<file path="src/rtl/sigan_pkg.sv">
package sigan_pkg;

  localparam int SIG_W  = 16;
  localparam int NIB_W  = 4;
  localparam int CODE_W = 5;
  localparam int NIBBLES = SIG_W / NIB_W;

  typedef enum logic {
    WIN_SHUT = 1'b0,
    WIN_OPEN = 1'b1
  } win_state_e;

  // Strobes from control to datapath, valid for one system clock.
  typedef struct packed {
    logic shiftEn;
    logic closeEn;
    logic dataBit;
  } sigan_strobe_t;

  // Reverse the nibble so bit 3 is read first, then place it in the
  // digits-then-letters symbol sequence.
  function automatic logic [CODE_W-1:0] nibbleToCode(input logic [NIB_W-1:0] nib);
    logic [NIB_W-1:0] rev;
    logic [CODE_W-1:0] code;
    for (int i = 0; i < NIB_W; i++) rev[i] = nib[NIB_W-1-i];
    if (rev < 4'd10) begin
      code = {1'b0, rev};
    end else begin
      unique case (rev)
        4'd10:   code = 5'd10;
        4'd11:   code = 5'd12;
        4'd12:   code = 5'd15;
        4'd13:   code = 5'd17;
        4'd14:   code = 5'd25;
        default: code = 5'd30;
      endcase
    end
    return code;
  endfunction

endpackage

</file>
<file path="src/rtl/sigan_sync.sv">
module sigan_sync #(
  parameter int WIDTH  = 4,
  parameter int STAGES = 2
) (
  input  logic             clk,
  input  logic             rst,
  input  logic [WIDTH-1:0] asyncIn,
  output logic [WIDTH-1:0] syncOut
);

  logic [WIDTH-1:0] stage [STAGES];

  always_ff @(posedge clk) begin
    if (rst) begin
      for (int i = 0; i < STAGES; i++) stage[i] <= '0;
    end else begin
      stage[0] <= asyncIn;
      for (int i = 1; i < STAGES; i++) stage[i] <= stage[i-1];
    end
  end

  assign syncOut = stage[STAGES-1];

endmodule

</file>
<file path="src/rtl/sigan_ctrl.sv">
module sigan_ctrl
  import sigan_pkg::*;
(
  input  logic          clk,
  input  logic          rst,
  input  logic          clkEdgeSel,
  input  logic          startEdgeSel,
  input  logic          stopEdgeSel,
  input  logic          pclkS,
  input  logic          startS,
  input  logic          stopS,
  input  logic          dataS,
  output sigan_strobe_t strb
);

  logic       pclkD;
  logic       startPrev;
  logic       stopPrev;
  win_state_e winState;
  logic       sampleEn;
  logic       startHit;
  logic       stopHit;

  // Probe clock edge seen on the system clock.
  assign sampleEn = !rst && (clkEdgeSel ? (pclkS && !pclkD) : (!pclkS && pclkD));

  // Active level equals the select: 1 for rising, 0 for falling.
  assign startHit = (startS != startPrev) && (startS == startEdgeSel);
  assign stopHit  = (stopS  != stopPrev)  && (stopS  == stopEdgeSel);

  always_comb begin
    strb         = '0;
    strb.dataBit = dataS;
    if (sampleEn) begin
      unique case (winState)
        WIN_SHUT: strb.shiftEn = startHit;
        WIN_OPEN: begin
          strb.closeEn = stopHit;
          strb.shiftEn = !stopHit;
        end
        default: ;
      endcase
    end
  end

  always_ff @(posedge clk) begin
    if (rst) begin
      pclkD     <= 1'b0;
      startPrev <= !startEdgeSel;
      stopPrev  <= !stopEdgeSel;
      winState  <= WIN_SHUT;
    end else begin
      pclkD <= pclkS;
      if (sampleEn) begin
        startPrev <= startS;
        stopPrev  <= stopS;
        if (winState == WIN_SHUT && startHit) winState <= WIN_OPEN;
        else if (winState == WIN_OPEN && stopHit) winState <= WIN_SHUT;
      end
    end
  end

endmodule

</file>
<file path="src/rtl/sigan_datapath.sv">
module sigan_datapath
  import sigan_pkg::*;
#(
  parameter logic [SIG_W-1:0] TAP_MASK = 16'h0291
) (
  input  logic                            clk,
  input  logic                            rst,
  input  sigan_strobe_t                   strb,
  output logic                            sigValid,
  output logic [SIG_W-1:0]                signature,
  output logic [NIBBLES-1:0][CODE_W-1:0]  chars
);

  logic [SIG_W-1:0]               lfsr;
  logic                           feedBit;
  logic [NIBBLES-1:0][CODE_W-1:0] charNext;

  assign feedBit = strb.dataBit ^ (^(lfsr & TAP_MASK));

  for (genvar n = 0; n < NIBBLES; n++) begin : g_char
    assign charNext[n] = nibbleToCode(lfsr[n*NIB_W +: NIB_W]);
  end

  always_ff @(posedge clk) begin
    if (rst) begin
      lfsr      <= '0;
      signature <= '0;
      chars     <= '0;
      sigValid  <= 1'b0;
    end else begin
      sigValid <= strb.closeEn;
      if (strb.closeEn) begin
        signature <= lfsr;
        chars     <= charNext;
        lfsr      <= '0;
      end else if (strb.shiftEn) begin
        lfsr <= {feedBit, lfsr[SIG_W-1:1]};
      end
    end
  end

endmodule

</file>
<file path="src/rtl/gated_sig_analyzer.sv">
module gated_sig_analyzer
  import sigan_pkg::*;
#(
  parameter int               SYNC_STAGES = 2,
  parameter logic [15:0]      TAP_MASK    = 16'h0291
) (
  input  logic        clk,
  input  logic        rst,
  input  logic        clkEdgeSel,
  input  logic        startEdgeSel,
  input  logic        stopEdgeSel,
  input  logic        probeClk,
  input  logic        startIn,
  input  logic        stopIn,
  input  logic        dataIn,
  output logic        sigValid,
  output logic [15:0] signature,
  output logic [4:0]  char0,
  output logic [4:0]  char1,
  output logic [4:0]  char2,
  output logic [4:0]  char3
);

  logic [3:0]                     syncBus;
  sigan_strobe_t                  strb;
  logic [NIBBLES-1:0][CODE_W-1:0] chars;

  sigan_sync #(.WIDTH(4), .STAGES(SYNC_STAGES)) u_sync (
    .clk     (clk),
    .rst     (rst),
    .asyncIn ({probeClk, startIn, stopIn, dataIn}),
    .syncOut (syncBus)
  );

  sigan_ctrl u_ctrl (
    .clk          (clk),
    .rst          (rst),
    .clkEdgeSel   (clkEdgeSel),
    .startEdgeSel (startEdgeSel),
    .stopEdgeSel  (stopEdgeSel),
    .pclkS        (syncBus[3]),
    .startS       (syncBus[2]),
    .stopS        (syncBus[1]),
    .dataS        (syncBus[0]),
    .strb         (strb)
  );

  sigan_datapath #(.TAP_MASK(TAP_MASK)) u_dp (
    .clk       (clk),
    .rst       (rst),
    .strb      (strb),
    .sigValid  (sigValid),
    .signature (signature),
    .chars     (chars)
  );

  assign char0 = chars[0];
  assign char1 = chars[1];
  assign char2 = chars[2];
  assign char3 = chars[3];

endmodule

</file>
<file path="config.mk">
export PLATFORM = sky130hd
export DESIGN_NAME = gated_sig_analyzer
export DESIGN_NICKNAME = d
export VERILOG_FILES = /design/src/rtl/sigan_pkg.sv /design/src/rtl/sigan_sync.sv /design/src/rtl/sigan_ctrl.sv /design/src/rtl/sigan_datapath.sv /design/src/rtl/gated_sig_analyzer.sv
export SDC_FILE = /design/constraint.sdc
export NUM_CORES = 1
export LEC_CHECK = 0
export BUFFER_PORTS_ARGS = -buffer_cell sky130_fd_sc_hd__buf_2
export CAP_MARGIN = 25
export CORE_ASPECT_RATIO = 1.25
export CORE_MARGIN = 1.5
export CORE_UTILIZATION = 55
export DETAILED_ROUTE_END_ITERATION = 10
export PLACE_DENSITY = 0.78
export SLEW_MARGIN = 0
export SYNTH_ARGS = -nofsm -noshare
export SYNTH_HDL_FRONTEND = slang
export SYNTH_HIERARCHICAL = 1
export SYNTH_SLANG_ARGS = --single-unit
</file>
<file path="constraint.sdc">
create_clock -name clk -period 4.45 [get_ports clk]
set_input_delay 0 -clock clk [delete_from_list [all_inputs] [get_ports clk]]
set_output_delay 0 -clock clk [all_outputs]
set_load 0.01 [all_outputs]
</file>
==> metrics.yaml, run 1 <==
synth:
  synth-compound-area-share_pct: 13.0
  muxShareOfSynthArea_pct: 11.5
  syn-num-nets: 298
  synth_ff_type: "dfxtp_1"
  netlist_area_mm2: 0.00278
  synth-simple-area-share_pct: 19.9
  synth_edf_count: 2
  netlist_instances: 289
  synth_top_family_by_area: "simple AND/OR/NAND/NOR gates"
  synth.avg_cell_area_um2: 9.63
  ys_async_sr_fraction_pct: 0
  synthXorXnorAreaFrac_pct: 1.12
  ys_seq_elements: 65
  netlist-cell-type-count: 39
  synthAdderAreaFrac_pct: 0
  ys_seq_area_share_pct: 47.5
  yosysWarnings: 6
power_and_ir_drop:
  comb_power_share_pct: 2.7
  pwr-share-seq_pct: 54.2
  clkPwrFrac_pct: 43.1
  power_switching_uw: 228
  p_leak_nw: 1.23
  p_int_uw: 865
  p_per_area_mw_per_mm2: 346
  ir_drop_mv: 0.226
  switching_share_pct: 20.9
setup_path:
  r2r-start: "u_ctrl/startPrev"
  crit_fanout: 17
  critPathCaptureType: "flip-flop"
  startpoint_type: "primary input"
  slowest_stage: "o211a_1"
  worstSetupPathType: "primary input to flip-flop"
  startpoint: "startEdgeSel"
  critPathBufInv: 3
  slowest_delay_ns: 0.72
  crit_chain: "dlygate4sd3_1, buf_2, or3b_1, a31oi_1, o211a_1, inv_1, or3_1, o211ai_2"
  crit_family: "compound AO/OA/AOI/OAI gates"
  arrival_ns: 2.65
  required_ns: 4.71
sta:
  finalSetupTns_ns: 0
  rsz0062_at_grt: "false"
  hold_viol: 0
  skew_ns: 0.00500
  drv_slew: 0
  fmax_mhz: 420
  fin_ws_ns: 2.07
  period_minus_slack_ns: 2.38
  worst_slew_pin_slew_ns: 0.949
  finalCritPeriodShare_pct: 53.5
  slew_headroom_pct: 36.7
  setup_viol_count_final: 0
global_routing:
  grt_pass1_vias: 1843
  gr-usage-met3_pct: 4.07
  grt-ovfl-total: 0
  antenna_found_initial: 0
  use_met1_pct: 24.0
  grt_pass1_wl_um: 8230
  grtUsageTotal_pct: 19.8
  grt_use_met2_pct: 32.7
  grt_max_degree: 58
  busiest_layer: "met2"
floorplanning:
  rows: 28
  core_area_mm2: 0.00480
  ios: 46
  die_w_um: 66.6
  die_y_um: 82.5
  dieArea_mm2: 0.00550
  start_util_pct: 58.0
hold_path:
  min_from: "clkEdgeSel"
  min_path_type: "primary input to flip-flop"
drt:
  ant_nets: 0
  routedWlPerCell_um: 13.2
  drt_iter0_markers: 111
  vias: 2049
  drc: 0
  vias_per_cell: 5.38
  first_pass_iters: 4
  drt_wl_total_um: 5040
cells_and_area:
  diodes: 0
  fin_cells: 381
  n_fill_cell: 399
  final-seq-area_mm2: 0.00132
  mostFrequentLayoutCell: "dfxtp_1"
  area_growth_pct: 13.6
  final_area_mm2: 0.00316
  multiInputGateArea_mm2: 0.00127
  drive_above_1_share_pct: 21.8
  layout_common_cells: "dfxtp_1 (63), buf_2 (45), nor2_1 (41)"
  final_net_count: 325
cts:
  cts_resized: 0
  clk_latency_ns: 0.33
  numCtsBuffers: 9
  numClockSinks: 65
  cts_buffer_depth: 2
  hold_buffers: 6
  cts_max_level: 3
  cts_setup_buffers: 0
  cts_tree: "done"
  root_buffer: "clkbuf_8"
  clkSlewWorstSetupHoldPaths_ns: 0.07
placement:
  io_buffers: 45
  place_inst: 359
  dp_hpwl_um: 3020
  place_ws_ns: 2.08
  gp_congestion: 0.804
  placed_area_mm2: 0.00291
run_status:
  outcome: "finished clean"
job:
  maxCapViolCount: 0
## final timing paths
check                                     endpoint  slack [ns]  cells past startpoint
worst min register to register  u_sync/stage[0][5]        0.44                      1
worst max-delay path                 u_dp/lfsr[15]        2.07                      8
worst min-delay path               u_ctrl/winState        0.19                      4
worst max register to register       u_dp/lfsr[15]        2.08                      6
## area by class of cell
cell class / count / share of cell area (%)
inverters: 3 / 0.356
clock buffers: 14 / 5.78
well taps: 60 / 2.37
flip-flops and latches: 65 / 41.8
repair buffers: 52 / 9.26
clock inverters: 2 / 0.317
multi-input cells: 185 / 40.1
## flip-flops by register name, summed over array words and instances (netlist names)
signal / count
u_dp/lfsr: 16
u_dp/chars: 20
u_dp/signature: 16
u_ctrl/stopPrev: 1
u_ctrl/startPrev: 1
u_ctrl/winState: 1
u_dp/sigValid: 1
u_ctrl/pclkD: 1
u_sync/stage: 8
## metal layers
layer  vias up  part of all wire [%]
met3         7                   3.9
met2        52                    49
met4         0                   1.3
met1       948                    46
li1       1042                     -
met5         -                     0
## worst min-delay path, cell delays in order
cell	delay, ns
buf_2	0.13
nor4b_2	0.06
nor3_1	0.21
nor3b_2	0.07
## cells in the mapped netlist (2+ instances only)
cell type,instances,area share (%)
inv_1,3,0.40
a21oi_1,12,2.2
buf_1,2,0.27
nor2b_1,10,2.2
nand3_1,9,1.6
nor3b_1,2,0.54
o211ai_1,3,0.81
dfxtp_1,63,45
a21bo_2,4,1.4
o2111ai_1,4,1.3
a21o_1,8,2.2
and3b_1,2,0.63
nor2_1,41,5.5
edfxtp_1,2,2.2
a311oi_1,8,2.5
mux2i_1,32,12
nand3b_1,6,1.6
or3_1,2,0.45
buf_4,5,1.3
nand2_1,8,1.1
o21ai_0,5,0.90
clkbuf_1,15,2.0
buf_2,13,2.3
nand2b_1,15,3.4
## power groups by stage
stage	sequential [mW]	clock [mW]	combinational, mW
global placement	0.605	0	0.0245
global route	0.593	0.504	0.0322
floorplan	0.604	0	0.0218
CTS	0.593	0.481	0.0293
finish	0.593	0.471	0.0292
detailed placement	0.606	0	0.0253
## cell families (layout without fill, tap and decap cells)
kind of cell / Yosys count / after routing
compound gates: 49 / 49
xor+xnor: 2 / 2
buf+inv: 39 / 71
flops: 65 / 65
mux: 32 / 32
simple gates: 102 / 102
## per-stage QoR
stage | power, mW | hold WS, ns | util, %
finish | 1.09 | 0.191 | 65.9
global route | 1.13 | 0.207 | 65.9
CTS | 1.10 | 0.177 | 65.9
detailed placement | 0.631 | 0.217 | 60.6
global placement | 0.630 | 0.207 | 60.6
floorplan | 0.626 | 0.0716 | -
Power figures use the tool's default switching activity.
==> inputs of run 2 (changes only) <==
Clock period 4.45 ns to 2.4 ns, I/O delays scaled along.
==> metrics.yaml, run 2 (synthesis gave the netlist of run 1 again) <==
setup_path:
  crit_chain: "nor4b_2, o221a_2, buf_4, nor2_1, a311oi_1"  # was dlygate4sd3_1, buf_2, or3b_1, a31oi_1, o211a_1, inv_1, or3_1, o211ai_2
  startpoint_type: "flip-flop"  # was primary input
  critPathCaptureType: "flip-flop"  # unchanged
  slowest_delay_ns: 0.50  # was 0.72 ns
  critPathBufInv: 1  # was 3
  required_ns: 2.63  # was 4.71 ns
  slowest_stage: "o221a_2"  # was o211a_1
  arrival_ns: 2.22  # was 2.65 ns
  worstSetupPathType: "flip-flop to flip-flop"  # was primary input to flip-flop
  crit_fanout: 22  # was 17
  cp.depth: 5  # was 8
  r2r_cells: 5  # was 6
  crit_family: "compound AO/OA/AOI/OAI gates"  # unchanged
cts:
  numCtsBuffers: 9  # unchanged
  cts_buffer_depth: 2  # unchanged
  root_buffer: "clkbuf_8"  # unchanged
  numClockSinks: 65  # unchanged
  cts_tree: "done"  # unchanged
  clk_latency_ns: 0.33  # about the same
  cts_max_level: 3  # unchanged
  clkSlewWorstSetupHoldPaths_ns: 0.07  # about the same
  cts_resized: 0  # unchanged
floorplanning:
  rows: 28  # unchanged
  dieArea_mm2: 0.00550  # unchanged
  core_area_mm2: 0.00480  # unchanged
  start_util_pct: 58.0  # unchanged
  die_y_um: 82.5  # unchanged
  ios: 46  # unchanged
  die_w_um: 66.6  # unchanged
power_and_ir_drop:
  comb_power_share_pct: 2.8  # was 2.7%
  pwr-share-seq_pct: 52.4  # was 54.2%
  switching_share_pct: 19.6  # was 20.9%
  p_int_mw: 1.69  # was 865 uW
  ir_drop_mv: 0.355  # was 0.226 mV
  p_per_area_mw_per_mm2: 653  # was 346 mW/mm2
  clkPwrFrac_pct: 44.9  # was 43.1%
  p_leak_nw: 1.26  # was 1.23 nW
  power_switching_uw: 412  # was 228 uW
cells_and_area:
  diodes: 0  # unchanged
  final_area_mm2: 0.00321  # was 0.00316 mm2
  mostFrequentLayoutCell: "dfxtp_1"  # unchanged
  area_growth_pct: 15.4  # was 13.6%
  largest_registers: "u_dp/chars x20, u_dp/lfsr x16, u_dp/signature x16"  # unchanged
  finalCoreUtilization_pct: 66.9  # was 65.9%
  regMostFlops: "u_dp/chars"  # unchanged
  largest_reg_flops: 20  # unchanged
  final_net_count: 330  # was 325
  drive_above_1_share_pct: 22.5  # was 21.8%
  n_fill_cell: 370  # was 399
  layout_common_cells: "dfxtp_1 (63), buf_2 (45), nor2_1 (41)"  # unchanged
sta:
  fmax_mhz: 501
  drv_slew: 0  # unchanged
  skew_ns: 0.00838  # was 0.00500 ns
  setup_viol_count_final: 0  # unchanged
  holdWs_ns: 0.186  # was 0.191 ns
  hold_viol: 0  # unchanged
  rsz0062_at_grt: "false"  # unchanged
  worst_slew_pin_slew_ns: 0.382  # was 0.949 ns
  slew_headroom_pct: 74.6  # was 36.7%
  finalSetupTns_ns: 0  # unchanged
  finalCritPeriodShare_pct: 83.2
  period_minus_slack_ns: 2.00
global_routing:
  grt_max_degree: 27  # was 58
  grtUsageTotal_pct: 19.8  # about the same
  grt_pass1_vias: 1836  # was 1843
  antenna_found_initial: 0  # unchanged
  grt_pass1_wl_um: 8260  # was 8230 um
  grt-ovfl-total: 0  # unchanged
placement:
  placed_area_mm2: 0.00295  # was 0.00291 mm2
  io_buffers: 45  # unchanged
  gp_congestion: 0.785  # was 0.804
  dp_hpwl_um: 3210  # was 3020 um
drt:
  drc: 0  # unchanged
  vias: 2061  # was 2049
  drt_wl_total_um: 5050  # was 5040 um
  routedWlPerCell_um: 13.1  # was 13.2 um
  ant_nets: 0  # unchanged
  vias_per_cell: 5.35  # was 5.38
  drt_iter0_markers: 129  # was 111
  first_pass_iters: 4  # unchanged
hold_path:
  min_delay_path_depth: 3  # was 4
  min_path_type: "primary input to flip-flop"  # unchanged
job:
  maxCapViolCount: 0  # unchanged
run_status:
  outcome: "finished clean"  # unchanged
run 2: cell count changes in the layout (fill, tap and decap cells not counted):
cell	delta
clkbuf_8	-3
bufinv_16	+1
clkinv_2	-1
clkbuf_1	+1
buf_4	+5
clkbuf_16	+1
run 2: area by class of cell:
type,count,area [um2],share of cell area (%)
clock buffer,13,170,5.30
clock inverter,2,35.0,1.09
inverter,3,11.3,0.351
multi-input combinational,185,1270,39.5
sequential,65,1320,41.1
tap,60,75.1,2.34
timing repair buffer,57,330,10.3
run 2: power by group through the flow:
stage	clock network [mW]	logic (mW)	registers (mW)
finish	0.941	0.0583	1.10
CTS	0.966	0.0589	1.10
global placement	0	0.0502	1.12
global route	1.01	0.0651	1.10
floorplan	0	0.0404	1.12
detailed placement	0	0.0512	1.12
run 2: path summary, 6_finish.rpt:
check | start | to | slack, ns
setup / recovery | u_ctrl/pclkD | u_dp/chars[1] | 0.40
hold / removal | rst | u_dp/signature[2] | 0.19
setup reg to reg | u_ctrl/pclkD | u_dp/chars[1] | 0.40
hold reg to reg | u_sync/stage[0][3] | u_sync/stage[0][7] | 0.44
run 2: routing by layer:
metal	share of wire, %	GRT usage [%]	wire [um]
met5	0	0	0
met4	1.6	12.7	81
met3	3.8	3.66	192
met2	48	31.7	2430
met1	46	24.4	2340
run 2: metrics by stage:
| step | std cells | total power, mW | setup slack (ns) |
|---|---|---|---|
| 2_1_floorplan | 289 | 1.16 | 0.504 |
| 3_3_place_gp | 364 | 1.17 | 0.591 |
| 3_5_place_dp | 364 | 1.17 | 0.492 |
| 4_1_cts | 385 | 2.12 | 0.380 |
| 5_1_grt | 385 | 2.17 | 0.271 |
| 6_report | 385 | 2.10 | 0.403 |
run 2: tightest hold or removal path, cell delays in order:
cell    delay [ns]
buf_2         0.14
buf_4         0.22
nor2_1        0.11
run 2: repair_timing:
item	CTS	global route
setup buffers	0	0
hold buffers	6	0
hold endpoints to repair	6	0
